## config.mk

```make
export PLATFORM = sky130hd
export DESIGN_NAME = pdec_sub
export DESIGN_NICKNAME = d
export VERILOG_FILES = /design/src/rtl/pdec_pkg.sv /design/src/rtl/pdec_sign_decode.sv /design/src/rtl/pdec_digit_check.sv /design/src/rtl/pdec_digit_alu.sv /design/src/rtl/pdec_sub.sv
export SDC_FILE = /design/constraint.sdc
export NUM_CORES = 2
export LEC_CHECK = 0
export BUFFER_PORTS_ARGS = -buffer_cell sky130_fd_sc_hd__buf_4
export CAP_MARGIN = 20
export CORE_ASPECT_RATIO = 0.75
export CORE_MARGIN = 3
export CORE_UTILIZATION = 30
export DETAILED_ROUTE_END_ITERATION = 8
export PLACE_DENSITY = 0.49
export SLEW_MARGIN = 10
export SYNTH_ARGS = -nofsm -noshare
export SYNTH_HDL_FRONTEND = slang
export SYNTH_SLANG_ARGS = --single-unit
```

## constraint.sdc

```tcl
create_clock -name clk -period 3.8 [get_ports clk]
set_input_delay 0.95 -clock clk [delete_from_list [all_inputs] [get_ports clk]]
set_output_delay 0.95 -clock clk [all_outputs]
set_load 0.01 [all_outputs]
```

## src/rtl/pdec_pkg.sv

```systemverilog
package pdec_pkg;
  localparam logic [3:0] SGN_POS_STD = 4'hC;
  localparam logic [3:0] SGN_POS_ALT = 4'hF;
  localparam logic [3:0] SGN_NEG     = 4'hD;
  localparam logic [3:0] DIGIT_MAX   = 4'd9;
endpackage

```

## src/rtl/pdec_sign_decode.sv

```systemverilog
module pdec_sign_decode (
  input  logic [3:0] code_i,
  output logic       valid_o,
  output logic       neg_o
);
  always_comb begin
    unique case (code_i)
      4'hA, 4'hC, 4'hE, 4'hF: begin valid_o = 1'b1; neg_o = 1'b0; end
      4'hB, 4'hD:             begin valid_o = 1'b1; neg_o = 1'b1; end
      default:                begin valid_o = 1'b0; neg_o = 1'b0; end
    endcase
  end
endmodule

```

## src/rtl/pdec_digit_check.sv

```systemverilog
module pdec_digit_check #(
  parameter int NDIG = 31
) (
  input  logic [NDIG*4-1:0] mag_i,
  output logic              ok_o
);
  import pdec_pkg::*;
  logic [NDIG-1:0] dig_ok;
  for (genvar i = 0; i < NDIG; i++) begin : g_dig
    assign dig_ok[i] = (mag_i[i*4 +: 4] <= DIGIT_MAX);
  end
  assign ok_o = &dig_ok;
endmodule

```

## src/rtl/pdec_digit_alu.sv

```systemverilog
module pdec_digit_alu (
  input  logic [3:0] x_i,
  input  logic [3:0] y_i,
  input  logic       c_i,
  input  logic       sub_i,
  output logic [3:0] d_o,
  output logic       c_o
);
  logic [4:0] raw;
  logic [4:0] adj;
  always_comb begin
    if (sub_i) begin
      raw = {1'b0, x_i} - {1'b0, y_i} - {4'd0, c_i};
      adj = raw + 5'd10;
      c_o = raw[4];
      d_o = raw[4] ? adj[3:0] : raw[3:0];
    end else begin
      raw = {1'b0, x_i} + {1'b0, y_i} + {4'd0, c_i};
      adj = raw - 5'd10;
      c_o = (raw > 5'd9);
      d_o = c_o ? adj[3:0] : raw[3:0];
    end
  end
endmodule

```

## src/rtl/pdec_sub.sv

```systemverilog
module pdec_sub #(
  parameter int NDIG = 31
) (
  input  logic                  clk,
  input  logic                  rst,
  input  logic                  start_i,
  input  logic [(NDIG+1)*4-1:0] a_i,
  input  logic [(NDIG+1)*4-1:0] b_i,
  input  logic                  pref_i,
  output logic [(NDIG+1)*4-1:0] res_o,
  output logic [3:0]            cond_o,
  output logic                  done_o
);
  import pdec_pkg::*;

  localparam int W  = (NDIG + 1) * 4;
  localparam int MW = NDIG * 4;
  localparam int CW = (NDIG > 1) ? $clog2(NDIG) : 1;
  localparam logic [CW-1:0] LAST = CW'(NDIG - 1);

  // operand classification
  logic a_sok, a_neg, b_sok, b_neg, a_dok, b_dok;
  logic [MW-1:0] mag_a, mag_b;
  assign mag_a = a_i[W-1:4];
  assign mag_b = b_i[W-1:4];

  pdec_sign_decode u_sa (.code_i(a_i[3:0]), .valid_o(a_sok), .neg_o(a_neg));
  pdec_sign_decode u_sb (.code_i(b_i[3:0]), .valid_o(b_sok), .neg_o(b_neg));
  pdec_digit_check #(.NDIG(NDIG)) u_da (.mag_i(mag_a), .ok_o(a_dok));
  pdec_digit_check #(.NDIG(NDIG)) u_db (.mag_i(mag_b), .ok_o(b_dok));

  // valid BCD magnitudes order the same way as plain unsigned vectors
  logic a_ge_b, eff_sub, go;
  assign a_ge_b  = (mag_a >= mag_b);
  assign eff_sub = (a_neg == b_neg);

  // sequencing and serial datapath state
  logic          busy, fin;
  logic [CW-1:0] cnt;
  logic [MW-1:0] x_sr, y_sr, acc;
  logic          cy, nz, sub_q, neg_q, bad_q, pref_q;
  logic [3:0]    dig;
  logic          dig_co;

  assign go = start_i && !busy && !fin;

  pdec_digit_alu u_alu (
    .x_i(x_sr[3:0]), .y_i(y_sr[3:0]), .c_i(cy), .sub_i(sub_q),
    .d_o(dig), .c_o(dig_co)
  );

  // result assembly from the finished accumulator
  logic       ov, is_zero, res_neg;
  logic [3:0] sgn, cond_n;
  always_comb begin
    ov      = cy & ~sub_q;
    is_zero = ~nz & ~ov;
    res_neg = neg_q & ~is_zero;
    sgn     = res_neg ? SGN_NEG : (pref_q ? SGN_POS_ALT : SGN_POS_STD);
    if (bad_q)        cond_n = 4'b0001;
    else if (is_zero) cond_n = 4'b0010;
    else if (res_neg) cond_n = {3'b100, ov};
    else              cond_n = {3'b010, ov};
  end

  always_ff @(posedge clk) begin
    if (rst) begin
      busy   <= 1'b0;
      fin    <= 1'b0;
      cnt    <= '0;
      x_sr   <= '0;
      y_sr   <= '0;
      acc    <= '0;
      cy     <= 1'b0;
      nz     <= 1'b0;
      sub_q  <= 1'b0;
      neg_q  <= 1'b0;
      bad_q  <= 1'b0;
      pref_q <= 1'b0;
      res_o  <= '0;
      cond_o <= '0;
      done_o <= 1'b0;
    end else begin
      done_o <= 1'b0;
      if (go) begin
        x_sr   <= (eff_sub && !a_ge_b) ? mag_b : mag_a;
        y_sr   <= (eff_sub && !a_ge_b) ? mag_a : mag_b;
        sub_q  <= eff_sub;
        neg_q  <= eff_sub ? (a_ge_b ? a_neg : ~a_neg) : a_neg;
        bad_q  <= ~(a_sok & b_sok & a_dok & b_dok);
        pref_q <= pref_i;
        cy     <= 1'b0;
        nz     <= 1'b0;
        cnt    <= '0;
        busy   <= 1'b1;
      end else if (busy) begin
        x_sr <= x_sr >> 4;
        y_sr <= y_sr >> 4;
        acc  <= {dig, acc[MW-1:4]};
        cy   <= dig_co;
        nz   <= nz | (dig != 4'd0);
        if (cnt == LAST) begin
          busy <= 1'b0;
          fin  <= 1'b1;
        end else begin
          cnt <= cnt + 1'b1;
        end
      end else if (fin) begin
        fin    <= 1'b0;
        res_o  <= {acc, sgn};
        cond_o <= cond_n;
        done_o <= 1'b1;
      end
    end
  end

  AST_COND_SHAPE: assert property (@(posedge clk) disable iff (rst)
    done_o |-> (($countones(cond_o[3:1]) == 1) || (cond_o == 4'b0001)));
  AST_NEG_SIGN: assert property (@(posedge clk) disable iff (rst)
    (done_o && cond_o[3]) |-> (res_o[3:0] == SGN_NEG));
  AST_ZERO_POS: assert property (@(posedge clk) disable iff (rst)
    (done_o && cond_o[1]) |-> ((res_o[W-1:4] == '0) && (res_o[3:0] != SGN_NEG)));
  AST_DONE_PULSE: assert property (@(posedge clk) disable iff (rst)
    done_o |=> !done_o);
  AST_OUT_HOLD: assert property (@(posedge clk) disable iff (rst)
    !fin |=> ($stable(res_o) && $stable(cond_o)));
  AST_NO_RESTART: assert property (@(posedge clk) disable iff (rst)
    (busy && start_i && cnt != LAST) |=> (busy && cnt == $past(cnt) + 1'b1));
endmodule

```

# Yosys cells after proc, flatten, opt, wreduce, memory -nomap -nowiden
# Index checks and enable logic that the tools add are counted.
[word_totals] ff_bits=518 word_cells=164
[op_classes] add_sub_neg=7 order_cmp=64 eq_ne=15 mux=27 bitwise=16 reduce_logical=20
[op_table] cell="2-to-1 mux 124 bit" count=6
[op_table] cell="<= comparator 4 bit, second input constant" count=62
[op_table] cell="greater-or-equal comparator 124 bit" count=1
[op_table] cell="AND reduction 31 bit" count=2
[op_table] cell="== test 4 bit, second input constant" count=12
[op_table] cell="2-to-1 mux 4 bit" count=6
[op_table] cell="2-to-1 mux 1 bit" count=13
[op_table] cell="OR reduction 6 bit" count=2
[op_table] cell="inverter 1 bit" count=9
[op_table] cell="bitwise AND 1 bit" count=6
[op_table] cell="AND reduction 2 bit" count=3
[op_table] cell="OR reduction 2 bit" count=3
[op_table] cell="adder 4 x 4 -> 5 bit" count=1
[op_table] cell="adder 5 x 1 -> 5 bit" count=1
[op_table] cell="adder 5 x 1 -> 5 bit, second input constant" count=1
[op_table] cell="== test 5 bit, second input constant" count=1
[op_table] cell="> comparator 5 x 4 -> 1 bit, second input constant" count=1
[op_table] cell="subtractor 4 x 4 -> 5 bit" count=1
[op_table] cell="subtractor 5 x 1 -> 5 bit" count=1
[op_table] cell="adder 4 bit, second input constant" count=1
[op_table] cell="2-to-1 mux 2 bit" count=2
[op_table] cell="nonzero test 4 bit" count=1
[op_table] cell="subtractor 4 bit, second input constant" count=1
[op_table] cell="logical AND 1 bit" count=3
[op_table] cell="other kinds (7)" count=9

# Longest topological paths before layout
[depth] word_depth=9 mapped_depth=14 depth_no_buf=10

# Modules after synthesis
# Synthesis repeated with hierarchy kept, for this count alone.
[unflattened] cells_unflattened=3336 hier_area_um2=26839.5
[modules_own_cells] module="pdec_sub" instances=1 cells_per_inst=3176 area_each_um2=25752.2 seq_area_each_um2=10349.9
[modules_own_cells] module="pdec_digit_alu" instances=1 cells_per_inst=72 area_each_um2=579.3 seq_area_each_um2=0.0
[modules_own_cells] module="pdec_digit_check" instances=2 cells_per_inst=41 area_each_um2=231.5 seq_area_each_um2=0.0
[modules_own_cells] module="pdec_sign_decode" instances=2 cells_per_inst=3 area_each_um2=22.5 seq_area_each_um2=0.0

# Least setup slack after synthesis
# Ideal clock, no wire load.
[synth_timing] kind="input-to-reg" startpoint="input b_i[78]" endpoint="register y_sr[10]" setup_time_ns=0.138 arrival_ns=3.193 t_required_ns=3.662 path_slack_ns=0.469 cell_stages=13 n_path_buf=3 cell_sequence="inv_1 ha_1 a21oi_1 nand2_1 a221o_1 o31a_1 nor4_4 o211ai_2 buf_6 buf_6 buf_6 o2111ai_1 o221ai_1"
[synth_between] elab_chain_len=5
[synth_rtl] item="start, declared" line="pdec_sub.sv:8" rtl="input logic [(NDIG+1)*4-1:0] b_i,"
[synth_rtl] item="greater-or-equal comparator 124 bit" line="pdec_sub.sv:34" rtl="assign a_ge_b = (mag_a >= mag_b);"
[synth_rtl] item="logical NOT 1 bit" line="pdec_sub.sv:87" rtl="y_sr <= (eff_sub && !a_ge_b) ? mag_a : mag_b;"
[synth_rtl] item="logical AND 1 bit" line="pdec_sub.sv:87"
[synth_rtl] item="2-to-1 mux 124 bit" line="pdec_sub.sv:87"
[synth_rtl] item="2-to-1 mux 124 bit" line="pdec_sub.sv:85" rtl="if (go) begin"
[synth_rtl] item="end signal, assigned" line="pdec_sub.sv:87"
[synth_rtl] item="end signal, assigned" line="pdec_sub.sv:98" rtl="y_sr <= y_sr >> 4;"
[synth_rtl] item="end, declared" line="pdec_sub.sv:40" rtl="logic [MW-1:0] x_sr, y_sr, acc;"
# Every way passes these cells.
# A chain may end at the register's enable or synchronous reset.

# Final worst setup path
[layout_timing] startpoint="input b_i[125]" endpoint="register x_sr[122]"
[layout_between] elab_chain_len=5
[layout_rtl] item="greater-or-equal comparator 124 bit" line="pdec_sub.sv:34"
[layout_rtl] item="logical NOT 1 bit" line="pdec_sub.sv:86" rtl="x_sr <= (eff_sub && !a_ge_b) ? mag_b : mag_a;"
[layout_rtl] item="logical AND 1 bit" line="pdec_sub.sv:86"
[layout_rtl] item="2-to-1 mux 124 bit" line="pdec_sub.sv:86"
[layout_rtl] item="2-to-1 mux 124 bit" line="pdec_sub.sv:85"
[layout_rtl] item="end signal, assigned" line="pdec_sub.sv:86"
[layout_rtl] item="end signal, assigned" line="pdec_sub.sv:97" rtl="x_sr <= x_sr >> 4;"
[layout_rtl] item="end, declared" line="pdec_sub.sv:40"
# Every way passes these cells.

==> results_dict.tcl <==
set metrics [dict create \
    dieWidth_um 354 \
    multiInputGateArea_um2 15000 \
    drv_slew 0 \
    clkLatencyLatePin_ns 0.64 \
    cts.path.max_buffers 3 \
    area_growth_pct 29.8 \
    chipHeight_um 267 \
    cts_tree "done" \
    cts_resized 0 \
    cp.arrival_ns 4.11 \
    ir_worst_vdd_mv 0.390 \
    initial_core_util_pct 30.6 \
    cts.sinks 517 \
    min_period_ns 3.60 \
    syn_avg_cell_area_um2 7.96 \
    p_leak_nw 14.3 \
    post-synth-top-area-cell "dfxtp_1" \
    path_clk_slew_ns 0.06 \
    hpwl_um 75200 \
    status "complete, no violations" \
    synth-seq-cells 517 \
    crit_type "in2reg" \
    synth_cell_types 59 \
    finalSetupViolations 0 \
    first_global_vias 25876 \
    antenna_found_initial 7 \
    finalSetupTns_ns 0 \
    seqCellArea_um2 10400 \
    num-nets-final 4284 \
    synthTopCellsByArea "dfxtp_1 38%, ha_1 6.3%, nand2_1 6.2%, nand3_1 4.8%, mux2i_1 4.6%" \
    grt.overflow.total 0 \
    port_buffers 392 \
    ys.flop_type "dfxtp_1" \
    vias 27604 \
    core.rowCount 94 \
    finalPower_w 0.0150 \
    grt_start_max_net_pins 141 \
    cp-end-kind "flip-flop" \
    core-area_um2 88800 \
    fill_cells 9165 \
    cts-root-buf "clkbuf_16" \
    fin_skew_ns 0.0270 \
    grt_first_pass_wirelength_um 161000 \
    worstPathMaxFanout 29 \
    max_cap_violations 0 \
    synthDominantCellAreaShare_pct 38.1 \
    viasPerCell 5.38 \
    numCtsBuffers 57 \
    utilization_pct 39.7 \
    cp-start-kind "primary input" \
    synth_most_common_cell "dfxtp_1" \
    globalplace.congestion 0.872 \
    powerDensity_nw_per_um2 424 \
    drive_above_1_share_pct 21.1 \
    drt_first_pass_iters 5 \
    detail-route-antenna-nets 0 \
    drt_iter0_markers 2277 \
    whs_ns 0.453 \
    post-route-period-util_pct 94.8 \
    syn_area_um2 27200 \
    grt_usage_pct 21.5 \
    final-hold-violation-count 0 \
    syn-num-nets 3816 \
    seq_area_frac_synth_pct 38.1 \
    yosys-top-cells-count "517 x dfxtp_1, 447 x nand2_1, 314 x nor2_1" \
    worst_slew_pin_slew_ns 1.21 \
    drc 0 \
    cp.required_ns 4.31 \
    clock.fmax_mhz 278 \
    rsz0062_at_grt "no" \
    synth_warnings 0 \
    syn-instance-count 3415 \
    synth_enable_flop_cells 0 \
    synthArstFlopShare_pct 0 \
    hold_class "reg2reg" \
    h-tree-depth 2 \
    wl_per_cell_um 20.6 \
    num_io_pins 393 \
    die_area_um2 94300 \
    finalWirelength_um 106000 \
    slew_headroom_pct 18.6 \
]
-- stage by stage --
step           cells  area, µm²  worst slack, ns
2_1_floorplan   3415      27200            0.469
3_3_place_gp    5020      33200           -0.492
3_5_place_dp    5020      33200           -0.500
4_1_cts         5126      35200            0.146
5_1_grt         5130      35300            0.163
6_report        5135      35300            0.198
-- cell type report --
type	count	share of cell area, %
tap	1200	4.26
multi-input combinational	2454	42.5
clock buffer	84	4.79
antenna	5	0.0355
clock inverter	22	0.802
sequential	517	29.4
inverter	141	1.52
timing repair buffer	712	16.8
-- power by group --
group          internal, W  switching [W]  leakage [nW]
clock              0.00349        0.00242         0.967
combinational      0.00127        0.00180          9.07
sequential         0.00575       0.000231          4.22
-- final timing paths --
kind                                  from  cells past startpoint          to  slack, ns
worst min register to register  res_o[107]                      2  res_o[107]       0.45
worst max register to register     y_sr[0]                     10          nz       0.65
worst max-delay path              b_i[125]                     13   x_sr[122]       0.20
worst min-delay path            res_o[107]                      2  res_o[107]       0.45
-- flip-flops by register name (all words and copies together), names as in the netlist --
register / flops
acc: 124
bad_q: 1
busy: 1
cnt: 5
cond_o: 4
cy: 1
done_o: 1
fin: 1
neg_q: 1
nz: 1
pref_q: 1
res_o: 127
sub_q: 1
x_sr: 124
y_sr: 124
-- worst max-delay path, cell delays in order --
cell	delay, ns
buf_4	0.11
inv_1	0.07
ha_1	0.24
a21oi_1	0.14
o21ai_0	0.12
buf_4	0.19
a211oi_1	0.58
o211ai_1	0.22
a2bb2oi_1	0.41
o211a_4	0.26
buf_4	0.39
a21oi_1	0.13
a221o_1	0.28
-- cells by family after synthesis --
group / count (synthesis) / share of synthesized area, %
AO/OA/AOI/OAI: 894 / 21.8
XOR/XNOR: 17 / 0.548
adder cells (fa/ha/maj): 141 / 6.60
buffers and inverters: 444 / 7.10
flip-flops: 517 / 38.1
multiplexers: 126 / 4.65
AND/OR/NAND/NOR: 1276 / 21.3
-- timing repair --
| action | CTS | global route |
|---|---|---|
| setup endpoints to repair | 0 | 50 |
| hold buffers | 0 | 0 |
| buffers inserted | 0 | 4 |
-- per-layer routing --
layer	vias to the layer above	routed length (µm)	track usage [%]	share of wire, %
met4	2	1600	4.06	1.5
met2	920	45000	32.1	42
met5	-	13	0	0.012
met3	116	7640	3.81	7.2
met1	13236	51700	32.4	49
li1	13330	-	-	-
-- layout by cell type (no fill, tap or decap), drive strengths merged, types with 3 or more instances in the layout --
cell type  netlist  layout
nor3            17      17
mux2i          124     124
a22oi           57      57
o2111ai         57      57
o211ai         112     112
nor2           315     315
bufinv           0       6
fa               4       4
a21oi          241     241
nand2          448     448
diode            0       5
a211oi          12      12
xor2             8       8
nor2b            3       3
nand4           49      49
or3            160     160
nor4            15      15
clkinv           0      11
dfxtp          517     517
o21a             3       3
xnor2            9       9
a221oi           3       3
clkinvlp         0       3
a21o            14      14
o221ai         134     134
clkbuf         225      84
buf             78     712
inv            141     143
o21ai          160     160
a31oi           79      79
ha             137     137
a221o            9       9
nand3          260     260
(Power assumes the default switching activity.)
